===== config.mk =====
export PLATFORM = sky130hd
export DESIGN_NAME = card_contact_seq
export DESIGN_NICKNAME = d
export VERILOG_FILES = /design/src/rtl/ccs_pkg.sv /design/src/rtl/ccs_step_timer.sv /design/src/rtl/ccs_fsm.sv /design/src/rtl/ccs_contacts.sv /design/src/rtl/card_contact_seq.sv
export SDC_FILE = /design/constraint.sdc
export NUM_CORES = 1
export LEC_CHECK = 0
export BUFFER_PORTS_ARGS = -buffer_cell sky130_fd_sc_hd__clkbuf_2
export CORE_MARGIN = 2
export CORE_UTILIZATION = 45
export CTS_CLUSTER_DIAMETER = 120
export CTS_CLUSTER_SIZE = 25
export DETAILED_ROUTE_END_ITERATION = 8
export GPL_ROUTABILITY_DRIVEN = 0
export HOLD_SLACK_MARGIN = 0.02
export PLACE_DENSITY_LB_ADDON = 0.12
export SLEW_MARGIN = 20
export SYNTH_ARGS = -nofsm -noshare
export SYNTH_HDL_FRONTEND = slang
export SYNTH_HIERARCHICAL = 1
export SYNTH_SLANG_ARGS = --single-unit

===== constraint.sdc =====
create_clock -name clk -period 4.4 [get_ports clk]
set_input_delay 0.88 -clock clk [delete_from_list [all_inputs] [get_ports clk]]
set_output_delay 0.88 -clock clk [all_outputs]
set_load 0.01 [all_outputs]

===== src/rtl/ccs_pkg.sv =====
package ccs_pkg;

  localparam int unsigned DEFAULT_GAP = 4;

  typedef enum logic [3:0] {
    ST_IDLE,
    ST_UP_VCC,
    ST_UP_IO,
    ST_UP_CLK,
    ST_ON,
    ST_DN_RST,
    ST_DN_CLK,
    ST_DN_IO,
    ST_DN_VCC
  } seq_state_e;

  typedef struct packed {
    logic conv;
    logic vcc;
    logic io;
    logic clk;
    logic rst;
    logic c4;
    logic c8;
  } contact_t;

  // Gap value 0 selects the default spacing.
  function automatic int unsigned eff_gap(input int unsigned g);
    return (g == 0) ? DEFAULT_GAP : g;
  endfunction

  // True when one more tick completes the step.
  function automatic logic step_reached(input int unsigned cnt, input int unsigned g);
    return (cnt + 32'd1) >= eff_gap(g);
  endfunction

  function automatic logic prot_of(input logic vf, input logic rf);
    return vf | rf;
  endfunction

  // States in which the slot is being powered or is in session.
  function automatic logic is_live(input seq_state_e s);
    return (s == ST_UP_VCC) || (s == ST_UP_IO) || (s == ST_UP_CLK) || (s == ST_ON);
  endfunction

  // States that end on a tick count.
  function automatic logic is_timed(input seq_state_e s);
    return (s != ST_IDLE) && (s != ST_ON);
  endfunction

  // States in which C4/C8 copy the host levels.
  function automatic logic follows_host(input seq_state_e s);
    return (s == ST_UP_IO) || (s == ST_UP_CLK) || (s == ST_ON);
  endfunction

endpackage


===== src/rtl/ccs_step_timer.sv =====
module ccs_step_timer #(
  parameter int GAP_W = 8
) (
  input  logic             clk,
  input  logic             rst_n,
  input  logic             run,
  input  logic             restart,
  input  logic             tick,
  input  logic [GAP_W-1:0] gap,
  output logic             done
);
  import ccs_pkg::*;

  logic [GAP_W-1:0] cnt_q;

  assign done = run && tick && step_reached(32'(cnt_q), 32'(gap));

  always_ff @(posedge clk) begin
    if (!rst_n) begin
      cnt_q <= '0;
    end else if (restart) begin
      cnt_q <= '0;
    end else if (run && tick) begin
      cnt_q <= cnt_q + 1'b1;
    end
  end
endmodule


===== src/rtl/ccs_fsm.sv =====
module ccs_fsm (
  input  logic                clk,
  input  logic                rst_n,
  input  logic                start_wr,
  input  logic                start_wdata,
  input  logic                card_present,
  input  logic                supply_ok,
  input  logic                prot,
  input  logic                step_done,
  output ccs_pkg::seq_state_e state_q,
  output ccs_pkg::seq_state_e state_d,
  output logic                state_move,
  output logic                start_bit,
  output logic                abort_irq
);
  import ccs_pkg::*;

  logic env_ok;
  logic host_set;
  logic host_clr;
  logic ev_accept;
  logic ev_abort;
  logic ev_stop;
  logic ev_trigger;

  assign env_ok     = supply_ok && card_present && !prot;
  assign host_set   = start_wr && start_wdata;
  assign host_clr   = start_wr && !start_wdata;
  assign ev_accept  = (state_q == ST_IDLE) && host_set && env_ok;
  assign ev_abort   = is_live(state_q) && !env_ok;
  assign ev_stop    = is_live(state_q) && env_ok && host_clr;
  assign ev_trigger = ev_abort || ev_stop;
  assign state_move = (state_d != state_q);

  always_comb begin
    state_d = state_q;
    unique case (state_q)
      ST_IDLE:   if (ev_accept) state_d = ST_UP_VCC;
      ST_UP_VCC: if (ev_trigger) state_d = ST_DN_RST;
                 else if (step_done) state_d = ST_UP_IO;
      ST_UP_IO:  if (ev_trigger) state_d = ST_DN_RST;
                 else if (step_done) state_d = ST_UP_CLK;
      ST_UP_CLK: if (ev_trigger) state_d = ST_DN_RST;
                 else if (step_done) state_d = ST_ON;
      ST_ON:     if (ev_trigger) state_d = ST_DN_RST;
      ST_DN_RST: if (step_done) state_d = ST_DN_CLK;
      ST_DN_CLK: if (step_done) state_d = ST_DN_IO;
      ST_DN_IO:  if (step_done) state_d = ST_DN_VCC;
      ST_DN_VCC: if (step_done) state_d = ST_IDLE;
      default:   state_d = ST_IDLE;
    endcase
  end

  always_ff @(posedge clk) begin
    if (!rst_n) begin
      state_q   <= ST_IDLE;
      start_bit <= 1'b0;
      abort_irq <= 1'b0;
    end else begin
      state_q   <= state_d;
      abort_irq <= ev_abort;
      if (ev_accept) start_bit <= 1'b1;
      else if (ev_trigger) start_bit <= 1'b0;
    end
  end
endmodule


===== src/rtl/ccs_contacts.sv =====
module ccs_contacts (
  input  logic                clk,
  input  logic                rst_n,
  input  ccs_pkg::seq_state_e state_q,
  input  ccs_pkg::seq_state_e state_d,
  input  logic                state_move,
  input  logic                rst_req,
  input  logic                c4_req,
  input  logic                c8_req,
  output ccs_pkg::contact_t   pins
);
  import ccs_pkg::*;

  logic follow_aux;
  logic follow_rst;

  assign follow_aux = follows_host(state_d);
  assign follow_rst = (state_q == ST_ON) && (state_d == ST_ON);

  always_ff @(posedge clk) begin
    if (!rst_n) begin
      pins <= '0;
    end else begin
      if (state_move) begin
        case (state_d)
          ST_UP_VCC: begin pins.conv <= 1'b1; pins.vcc <= 1'b1; end
          ST_UP_IO:  pins.io  <= 1'b1;
          ST_UP_CLK: pins.clk <= 1'b1;
          ST_DN_RST: pins.rst <= 1'b0;
          ST_DN_CLK: pins.clk <= 1'b0;
          ST_DN_IO:  begin pins.io <= 1'b0; pins.c4 <= 1'b0; pins.c8 <= 1'b0; end
          ST_DN_VCC: pins.vcc <= 1'b0;
          ST_IDLE:   pins.conv <= 1'b0;
          default: ;
        endcase
      end
      if (follow_aux) begin
        pins.c4 <= c4_req;
        pins.c8 <= c8_req;
      end
      if (follow_rst) pins.rst <= rst_req;
    end
  end
endmodule


===== src/rtl/card_contact_seq.sv =====
module card_contact_seq #(
  parameter int GAP_W = 8
) (
  input  logic             clk,
  input  logic             rst_n,
  input  logic             tick,
  input  logic [GAP_W-1:0] step_gap,
  input  logic             start_wr,
  input  logic             start_wdata,
  input  logic             rst_req,
  input  logic             c4_req,
  input  logic             c8_req,
  input  logic             card_present,
  input  logic             supply_ok,
  input  logic             vcc_fault,
  input  logic             rst_fault,
  output logic             conv_en,
  output logic             vcc_en,
  output logic             io_en,
  output logic             clk_en,
  output logic             rst_out,
  output logic             c4_out,
  output logic             c8_out,
  output logic             start_bit,
  output logic             prot_flag,
  output logic             abort_irq,
  output logic             seq_idle
);
  import ccs_pkg::*;

  seq_state_e state_q;
  seq_state_e state_d;
  logic       state_move;
  logic       step_done;
  contact_t   pins;

  assign prot_flag = prot_of(vcc_fault, rst_fault);

  ccs_fsm u_fsm (
    .clk          (clk),
    .rst_n        (rst_n),
    .start_wr     (start_wr),
    .start_wdata  (start_wdata),
    .card_present (card_present),
    .supply_ok    (supply_ok),
    .prot         (prot_flag),
    .step_done    (step_done),
    .state_q      (state_q),
    .state_d      (state_d),
    .state_move   (state_move),
    .start_bit    (start_bit),
    .abort_irq    (abort_irq)
  );

  ccs_step_timer #(.GAP_W(GAP_W)) u_timer (
    .clk     (clk),
    .rst_n   (rst_n),
    .run     (is_timed(state_q)),
    .restart (state_move),
    .tick    (tick),
    .gap     (step_gap),
    .done    (step_done)
  );

  ccs_contacts u_pins (
    .clk        (clk),
    .rst_n      (rst_n),
    .state_q    (state_q),
    .state_d    (state_d),
    .state_move (state_move),
    .rst_req    (rst_req),
    .c4_req     (c4_req),
    .c8_req     (c8_req),
    .pins       (pins)
  );

  assign conv_en  = pins.conv;
  assign vcc_en   = pins.vcc;
  assign io_en    = pins.io;
  assign clk_en   = pins.clk;
  assign rst_out  = pins.rst;
  assign c4_out   = pins.c4;
  assign c8_out   = pins.c8;
  assign seq_idle = (state_q == ST_IDLE);
endmodule


==> impl_metrics.csv <==
group,metric,value,unit
critical_path,required,4.61,ns
power_and_ir_drop,p_leak,0.000758,uW
clock_tree,cts_hold_buf,0,
synth,synth-seq-cells,21,
drt,wirelength,3280,um
die,num_io_pins,31,
synth,syn_inst,186,
sta,final.setup_skew,0.00235,ns
final_layout,fin_nets,241,
die,core,0.00334,mm2
final_layout,drive_gt1_frac,0.275,
drt,ant_nets,0,
place,dp_hpwl,2510,um
global_routing,grt_pass1_wl,5670,um
power_and_ir_drop,p_per_area,267,mW/mm2
drt,vias_per_cell,5.41,
synth,synth.avg_cell_area,8.47,um2
status,status,"finished clean",
drt,drc,0,
clock_tree,cts.sinks,21,
place,preCtsSetupSlack,0.485,ns
critical_path,critPathMaxFanout,7,
global_routing,grt_max_degree,18,
final_layout,fillers,334,
clock_tree,cts_setup_buffers,0,
die,dieArea,0.00399,mm2
die,rows,21,
sta,worstMarginPinSlew,0.475,ns
power_and_ir_drop,ir_drop,0.139,mV
synth,synthArstFlopShare,0,
final_layout,multi_input_area,0.00105,mm2
die,die_h,63.2,um
global_routing,grt_usage,0.175,
critical_path,critPathArrivalTime,3.95,ns
critical_path,slowest_delay,0.41,ns
final_layout,register_area,420,um2
clock_tree,cts_tree,"done",
synth,synth_edf_count,0,
sta,setup_violations,0,
critical_path,crit_family,"simple AND/OR/NAND/NOR gates",
sta,setup_tns,0,ns
synth,yosys_warnings,6,
drt,wl_per_cell,12.8,um
critical_path,worstPathCellList,"ha_1 > and3_1 > nand3_1 > xnor2_1 > ha_1 > nand4_1 > nor2_1 > o31ai_1 > a31oi_1 > nand2_1 > or3_1 > o41ai_1 > a31oi_1 > o211ai_2 > nor4b_2 > mux2i_1 > nor2b_1",
die,start_util,0.472,
synth,ys_types,60,
clock_tree,path_clk_slew,0.12,ns
sta,fin_ws,0.659,ns
sta,finalHoldViolCount,0,
critical_path,end_kind,"flop",
sta,slew_violations,0,
die,fp.dieW,63.2,um
clock_tree,cts-root-buf,"clkbuf_4",
drt,firstDrtPassIters,4,
clock_tree,insertion_delay,0.30,ns
synth,syn_area,0.00158,mm2
critical_path,crit_slowest_cell,"dfxtp_1",
min_path,min_path_type,"reg -> reg",
final_layout,n_antenna_cell,0,
sta,rsz0062_at_grt,"false",
clock_tree,numCtsBuffers,3,
clock_tree,postCtsResizedCells,0,
global_routing,antenna_found_initial,0,
sta,fmax,267,MHz
critical_path,cp-start-kind,"flop",
run,maxCapViolCount,0,
drt,vias,1391,
synth,synth.yosys.seq_area_share,0.267,
global_routing,grt-ovfl-total,0,
clock_tree,cts_buffer_depth,2,
critical_path,path_buf_inv,0,
sta,finalCriticalPeriod,3.74,ns
global_routing,grt_pass1_vias,1331,
synth,syn_nets,215,
synth,synth_flop_cell,"dfxtp_1",
drt,drt_iter0_markers,84,
final_layout,syn2layout_area_growth,11.0,%
clock_tree,htreeDepth,1,
place,io_buffers,30,
critical_path,path_class,"reg -> reg",
sta,fin_crit_sh,0.850,
sta,relSlewSlack,0.682,
## worst min-delay path, delay by kind of cell, from the launching register on
family	cells	cell delay, ns
AND/OR/NAND/NOR	1	0.05
flip-flops	1	0.33
AO/OA/AOI/OAI	1	0.05
## power breakdown
part	switching (uW)	leakage (uW)	internal (uW)
clock network	60.7	0.0000150	35.3
logic	80.7	0.000573	73.5
registers	14.4	0.000170	202
## per-layer routing
metal	track usage	part of all wire
met1	0.213	0.47
met2	0.305	0.48
met3	0.0321	0.032
met4	0.0694	0.010
met5	0	0
## kinds of logic after synthesis
kind of cell,after synthesis,synth area share
compound gates,38,0.156
xor+xnor,14,0.0778
fa+ha+maj,9,0.0715
buf+inv,20,0.0691
flops,21,0.267
mux,5,0.0349
simple gates,79,0.323
## cell type report
cell class                 instances  share of cell area
multi-input combinational        145               0.598
sequential                        21               0.240
timing repair buffer              32              0.0944
tap                               46              0.0329
inverter                           9              0.0193
clock buffer                       4              0.0150
## path summary, 6_finish.rpt
path / from / endpoint / slack (ns) / depth (start not counted)
max: u_timer/cnt_q[0] / u_pins/pins[6] / 0.66 / 17
min: u_fsm/start_bit / u_fsm/start_bit / 0.46 / 2
max reg2reg: u_timer/cnt_q[0] / u_pins/pins[6] / 0.66 / 17
min reg2reg: u_fsm/start_bit / u_fsm/start_bit / 0.46 / 2
## through the flow
stage          total power (uW)  std cells   util  hold slack, ns  instance area, um2
2_1_floorplan               335        186      -           0.449                1580
3_3_place_gp                371        253  0.516           0.446                1720
3_5_place_dp                375        253  0.516           0.452                1720
4_1_cts                     474        257  0.524           0.469                1750
5_1_grt                     503        257  0.524           0.493                1750
6_report                    467        257  0.524           0.463                1750
## synthesized netlist by cell type, drive strengths merged, types with 5 or more instances
cell type	instances	area (um2)
a21oi	8	40.0
ha	9	113
buf	8	62.6
nand2	16	62.6
nor2	13	51.3
inv	9	33.8
o21ai	10	50.0
xor2	9	78.8
xnor2	5	43.8
and2	8	53.8
o31ai	5	37.5
dfxtp	21	420
## placed cells by master (no fill, tap or decap), types with 2 or more instances in the layout
master	instances
dfxtp_1	21
a31oi_1	2
and2_1	6
or3_4	2
o211ai_1	3
clkbuf_4	3
nor2b_1	4
nand3_1	4
or3_1	2
a21boi_0	3
nand2b_1	2
mux2_2	4
o31ai_1	5
and3_1	2
nor4_1	2
o21ai_0	7
clkbuf_2	30
nand2_1	15
nor2_1	12
inv_1	9
nand4_1	2
xnor2_1	5
or4b_4	2
ha_1	9
nor3_1	3
o21ai_1	3
buf_4	2
xor2_1	9
nor3b_1	2
a21oi_1	8
## registers in the layout, indices dropped and copies added (netlist names)
name,cells
u_pins/pins,7
u_fsm/abort_irq,1
u_fsm/state_q,4
u_timer/cnt_q,8
u_fsm/start_bit,1
(Power assumes the default switching activity.)
